===== src/rtl/cwl_pkg.sv =====
package cwl_pkg;
  // bus line indices inside the synchronizer
  localparam int LINE_EN  = 0;
  localparam int LINE_DAT = 1;
  localparam int LINE_CLK = 2;
  localparam int NLINES   = 3;

  // synchronized bus view after edge detection
  typedef struct packed {
    logic en_lvl;    // enable level (high = idle)
    logic en_rise;   // enable low-to-high: commit point
    logic en_fall;   // enable high-to-low: frame start
    logic clk_rise;  // bus clock rising edge
    logic dat;       // data level aligned with clk_rise
  } bus_evt_t;
endpackage


===== src/rtl/cwl_sync.sv =====
module cwl_sync
  import cwl_pkg::*;
#(
  parameter int STAGES = 2
) (
  input  logic              clk,
  input  logic              rst_n,
  input  logic [NLINES-1:0] raw_i,
  output bus_evt_t          evt_o
);
  logic [NLINES-1:0] cur, prv;

  for (genvar g = 0; g < NLINES; g++) begin : g_line
    // enable idles high so reset must not fake a falling edge
    localparam logic RST_V = (g == LINE_EN) ? 1'b1 : 1'b0;
    logic [STAGES:0] chain_q, chain_d;

    always_comb chain_d = {chain_q[STAGES-1:0], raw_i[g]};

    always_ff @(posedge clk or negedge rst_n) begin
      if (!rst_n) chain_q <= {(STAGES+1){RST_V}};
      else        chain_q <= chain_d;
    end

    assign cur[g] = chain_q[STAGES-1];
    assign prv[g] = chain_q[STAGES];
  end

  always_comb begin
    evt_o.en_lvl   = cur[LINE_EN];
    evt_o.en_rise  = cur[LINE_EN] & ~prv[LINE_EN];
    evt_o.en_fall  = ~cur[LINE_EN] & prv[LINE_EN];
    evt_o.clk_rise = cur[LINE_CLK] & ~prv[LINE_CLK];
    evt_o.dat      = cur[LINE_DAT];
  end
endmodule


===== src/rtl/cwl_shifter.sv =====
module cwl_shifter
  import cwl_pkg::*;
#(
  parameter int WORD_W = 16
) (
  input  logic              clk,
  input  logic              rst_n,
  input  bus_evt_t          evt_i,
  output logic [WORD_W-1:0] word_o,
  output logic              commit_o
);
  localparam int CNT_MAX = WORD_W + 1;           // saturation: "too many"
  localparam int CNT_W   = $clog2(CNT_MAX + 1);

  logic [WORD_W-1:0] sr_q, sr_d;
  logic [CNT_W-1:0]  cnt_q, cnt_d;
  logic              shift_en;

  assign shift_en = ~evt_i.en_lvl & evt_i.clk_rise;

  always_comb begin
    sr_d  = sr_q;
    cnt_d = cnt_q;
    if (evt_i.en_fall) begin
      cnt_d = '0;
    end else if (shift_en) begin
      sr_d = {sr_q[WORD_W-2:0], evt_i.dat};
      if (cnt_q != CNT_W'(CNT_MAX)) cnt_d = cnt_q + 1'b1;
    end
  end

  always_ff @(posedge clk or negedge rst_n) begin
    if (!rst_n) begin
      sr_q  <= '0;
      cnt_q <= '0;
    end else begin
      sr_q  <= sr_d;
      cnt_q <= cnt_d;
    end
  end

  assign word_o   = sr_q;
  assign commit_o = evt_i.en_rise & (cnt_q == CNT_W'(WORD_W));

  AST_IDLE_FROZEN: assert property (@(posedge clk) disable iff (!rst_n)
    evt_i.en_lvl |=> ($stable(sr_q) && $stable(cnt_q)));
  AST_FALL_CLEARS: assert property (@(posedge clk) disable iff (!rst_n)
    evt_i.en_fall |=> (cnt_q == '0));
  AST_CNT_CAP: assert property (@(posedge clk) disable iff (!rst_n)
    (cnt_q <= CNT_W'(CNT_MAX)));
endmodule


===== src/rtl/cwl_regfile.sv =====
module cwl_regfile #(
  parameter int ADDR_W = 2,
  parameter int PAY_W  = 14,
  localparam int NREG  = 1 << ADDR_W
) (
  input  logic                  clk,
  input  logic                  rst_n,
  input  logic                  wr_i,
  input  logic [ADDR_W-1:0]     addr_i,
  input  logic [PAY_W-1:0]      data_i,
  output logic [NREG*PAY_W-1:0] regs_o
);
  for (genvar g = 0; g < NREG; g++) begin : g_reg
    logic             hit;
    logic [PAY_W-1:0] q, d;

    assign hit = wr_i & (addr_i == ADDR_W'(g));

    always_comb d = hit ? data_i : q;

    always_ff @(posedge clk or negedge rst_n) begin
      if (!rst_n) q <= '0;
      else        q <= d;
    end

    assign regs_o[g*PAY_W +: PAY_W] = q;
  end
endmodule


===== src/rtl/ctl_word_loader.sv =====
module ctl_word_loader
  import cwl_pkg::*;
#(
  parameter int WORD_W  = 16,
  parameter int ADDR_W  = 2,
  parameter int SYNC_ST = 2,
  localparam int PAY_W  = WORD_W - ADDR_W,
  localparam int NREG   = 1 << ADDR_W
) (
  input  logic                  clk,
  input  logic                  rst_n,
  input  logic                  bus_en,
  input  logic                  bus_dat,
  input  logic                  bus_clk,
  output logic [NREG*PAY_W-1:0] regs_o
);
  // reset: asserted asynchronously, released on a clock edge
  logic [1:0] rs_q;
  logic       srst_n;
  always_ff @(posedge clk or negedge rst_n) begin
    if (!rst_n) rs_q <= '0;
    else        rs_q <= {rs_q[0], 1'b1};
  end
  assign srst_n = rs_q[1];

  logic [NLINES-1:0] raw;
  bus_evt_t          evt;
  logic [WORD_W-1:0] word;
  logic              commit;

  always_comb begin
    raw           = '0;
    raw[LINE_EN]  = bus_en;
    raw[LINE_DAT] = bus_dat;
    raw[LINE_CLK] = bus_clk;
  end

  cwl_sync #(.STAGES(SYNC_ST)) u_sync (
    .clk(clk), .rst_n(srst_n), .raw_i(raw), .evt_o(evt)
  );

  cwl_shifter #(.WORD_W(WORD_W)) u_shift (
    .clk(clk), .rst_n(srst_n), .evt_i(evt), .word_o(word), .commit_o(commit)
  );

  cwl_regfile #(.ADDR_W(ADDR_W), .PAY_W(PAY_W)) u_regs (
    .clk(clk), .rst_n(srst_n), .wr_i(commit),
    .addr_i(word[WORD_W-1 -: ADDR_W]), .data_i(word[PAY_W-1:0]),
    .regs_o(regs_o)
  );

  AST_HOLD_WITHOUT_RISE: assert property (@(posedge clk) disable iff (!srst_n)
    !evt.en_rise |=> $stable(regs_o));
  AST_HOLD_WHILE_IDLE: assert property (@(posedge clk) disable iff (!srst_n)
    (evt.en_lvl && !evt.en_rise) |=> $stable(regs_o));
  AST_BAD_COUNT_DROPPED: assert property (@(posedge clk) disable iff (!srst_n)
    (evt.en_rise && !commit) |=> $stable(regs_o));
endmodule


===== config.mk =====
export PLATFORM = sky130hd
export DESIGN_NAME = ctl_word_loader
export DESIGN_NICKNAME = d
export VERILOG_FILES = /design/src/rtl/cwl_pkg.sv /design/src/rtl/cwl_sync.sv /design/src/rtl/cwl_shifter.sv /design/src/rtl/cwl_regfile.sv /design/src/rtl/ctl_word_loader.sv
export SDC_FILE = /design/constraint.sdc
export NUM_CORES = 1
export LEC_CHECK = 0
export BUFFER_PORTS_ARGS = -buffer_cell sky130_fd_sc_hd__buf_2
export CORE_MARGIN = 5
export CORE_UTILIZATION = 55
export CTS_CLUSTER_DIAMETER = 120
export DETAILED_ROUTE_END_ITERATION = 10
export PLACE_DENSITY = 0.76
export SETUP_SLACK_MARGIN = 0.5
export SLEW_MARGIN = 40
export SYNTH_ARGS = -nofsm -noshare
export SYNTH_HDL_FRONTEND = slang
export SYNTH_SLANG_ARGS = --single-unit

===== constraint.sdc =====
create_clock -name clk -period 3.4 [get_ports clk]
set_input_delay 0.68 -clock clk [delete_from_list [all_inputs] [get_ports clk]]
set_output_delay 0.68 -clock clk [all_outputs]
set_load 0.05 [all_outputs]

==> metrics.md <==
| Metric | Value |
|---|---|
| Post-CTS Setup Repair Bufs | `0` |
| Main synth FF type | `dfrtp_1` |
| Power, Total | `1.88 mW` |
| Starting density of the core | `around 56%` |
| Seq/Total Area, Yosys | `between 60 and 70%` |
| CTS sink cnt | `87` |
| Clock H-tree levels | `3` |
| Post-synth EDFFs | `0` |
| Synthesis-to-finish area growth | `16.6%` |
| Synth top area share | `60.3%` |
| Clk slew on worst S/H paths | `0.08 ns` |
| Largest net degree at the start of global routing | `37` |
| Setup violators final | `0` |
| Total CTS buffers | `9` |
| Total I/O pin count | `61` |
| R2R Path End | `u_regs.g_reg[2].q[2]` |
| Warnings from Yosys | `0` |
| Post-synth ARST share | `100%` |
| Mapped Cells | `201` |
| Post-route cell area | `0.00406 mm²` |
| RSZ-0062 raised after global routing | `false` |
| Finished Core Util | `65.1%` |
| Reg2Reg Depth | `5` |
| Routed len/inst | `approximately 18 µm` |
| DR iter-0 viols | `57` |
| Max Fclk | `approximately 530 MHz` |
| Routed vias/inst | `5.29` |
| R2r startpoint | `u_shift.cnt_q[0]` |
| Die Wd | `89.6 µm` |
| Most common cell in the netlist | `dfrtp_1` |
| Final period util | `55.7%` |
| Core Box Area | `~0.0062 mm²` |
| CP Launch Type | `flip-flop` |
| TNS Setup | `0 ns` |
| Clk buf depth | `2` |
| Vias in the first global route | `1969` |
| Port Buf Inserts | `60` |
| Final layout net count | `277` |
| Synthesized cell area | `0.00348 mm²` |
| Post-synth top cells | `dfrtp_1, mux2_2, mux2_4` |
| Die ar. | `0.00803 mm²` |
| Min Tclk post-route | `about 1.9 ns` |
| DRC | `0` |
| Pwr dens | `462 mW/mm²` |
| CTS Hold Buffers Added | `0` |
| GRT overflow | `0` |
| DP Wirelength | `4.22 mm` |
| Fin. Hold Viols | `0` |
| WP data arrival | `2.13 ns` |
| Met3 WL post-DR | `314 µm` |
| Register-to-Register Setup Slack | `1.51 ns` |
| Drt total wl | `6.15 mm` |
| WL met2 | `2.88 mm` |
| Cts repair resizes | `0` |
| Root Driver | `clkbuf_8` |
| Crit-path max FO | `14` |
| Setup Skew | `approximately 0.011 ns` |
| Initial antenna violation count | `0` |
| Worst-Margin Slew | `a little over 0.5 ns` |
| Uppermost layer routed | `met4` |
| First-pass DRT Iterations | `4` |
| Leakage power | `2.30 nW` |
| Site Rows | `29` |
| Cell accounting for the most synthesized area | `dfrtp_1` |
| VDD IR max | `0.000318 V` |
| Routability cong. | `0.749` |
| HP Class | `in -> async` |
| Worst Setup End Kind | `flip-flop` |
| Worst-skew pair later-pin latency | `between 0.3 and 0.4 ns` |
| Global-route usage over all layers | `17.4%` |
| Die extent in y | `between 80 and 90 µm` |
| DR vias | `1857` |
| Fraction of layout cells with a size suffix above 1 | `58.8%` |
| Crit path required time | `3.64 ns` |
| Max Cap Viol | `0` |
| DP Area | `0.00387 mm²` |
| Synth cell types | `30` |
| ANT cells | `0` |
| Post-synthesis register bit count | `87` |
| First-pass GRT wire length | `10.2 mm` |
| Slew HR | `65.6%` |
| Status | `complete, no violations` |
| Filler cells | `475` |
| Synthesized Nets | `209` |
| Syn avg cell area | `~17 µm²` |
| Post-route ant nets | `0` |
| Area contributors post-synth | `dfrtp_1, mux2_2, mux2_4, dfstp_2, nand4b_4` |
| Critical setup path kind | `reg -> reg` |
| CTS tree | `done` |
| Met1 Routed Length | `2.81 mm` |
| Pins over their slew limit | `0` |
[routing by layer]
metal  global-route usage [%]  up-vias
met5                        0        -
met4                     8.80        0
met3                     4.65       12
met2                     25.5       46
met1                     23.9      949
li1                         -      850
[where the power goes]
group / internal [mW] / switching [mW]
registers: 1.07 / 0.0497
logic: 0.0328 / 0.0317
clock network: 0.340 / 0.355
total: 1.44 / 0.436
[sequential cells by signal (all words and copies together) (netlist names)]
signal,flops
rs_q,2
u_regs.g.q,56
u_shift.cnt_q,5
u_shift.word_o,16
u_sync.g_line.chain_q,8
[worst max-delay path, stage by stage, from the launching register on]
cell	delay, ns
dfrtp_1	0.42
inv_1	0.10
ha_1	0.14
and4b_4	0.33
nand4b_4	0.37
mux2_4	0.42
[worst max-delay path by stage]
| stage | start | endpoint | slack (ns) | cells past startpoint |
|---|---|---|---|---|
| finish | u_shift.cnt_q[0] | u_regs.g_reg[2].q[2] | 1.51 | 5 |
| global route | u_shift.cnt_q[0] | u_regs.g_reg[2].q[2] | 1.40 | 5 |
| CTS | u_shift.cnt_q[0] | u_regs.g_reg[2].q[2] | 1.47 | 5 |
| detailed placement | u_shift.cnt_q[0] | u_regs.g_reg[2].q[2] | 1.48 | 5 |
| global placement | u_shift.cnt_q[0] | u_regs.g_reg[2].q[12] | 1.53 | 5 |
| floorplan | rs_q[1] | u_regs.g_reg[0].q[0] | 0.80 | 0 |
[stage by stage]
step,cells,worst slack [ns],hold WS (ns)
3_5_place_dp,335,1.48,0.194
6_report,351,1.51,0.0887
2_1_floorplan,201,0.803,0.331
4_1_cts,351,1.47,0.0734
5_1_grt,351,1.40,0.0731
3_3_place_gp,333,1.53,0.332
[logic make-up (layout without fill, tap and decap cells)]
kind of cell / after synthesis / count (layout) / share of synthesized area [%]
compound gates: 7 / 7 / 1.11
other cells: 1 / 1 / 0.108
mux: 73 / 73 / 26.8
fa+ha+maj: 3 / 3 / 1.08
buf+inv: 8 / 81 / 1.83
simple gates: 22 / 22 / 6.50
flops: 87 / 87 / 62.6
[placed cells by master, fill, tap and decap left out, types with 2 or more instances in the layout]
cell	count
ha_1	3
clkbuf_1	2
dfstp_2	3
inv_1	3
clkinvlp_4	2
nand3_1	2
a21oi_1	3
nor2_4	2
buf_12	2
dfrtp_1	83
o21ai_0	3
nand4b_4	2
buf_2	60
clkbuf_8	9
nand4bb_1	2
nand2_1	2
mux2_2	42
mux2_4	30
[cell type report]
class | instances | area [µm²] | share of cell area, %
clock buffers | 11 | 131 | 3.23
multi-input cells | 106 | 1240 | 30.5
flip-flops and latches | 87 | 2180 | 53.8
well taps | 77 | 96.3 | 2.37
clock inverters | 5 | 58.8 | 1.45
repair buffers | 62 | 340 | 8.38
inverters | 3 | 11.3 | 0.277
(Power assumes the default switching activity.)
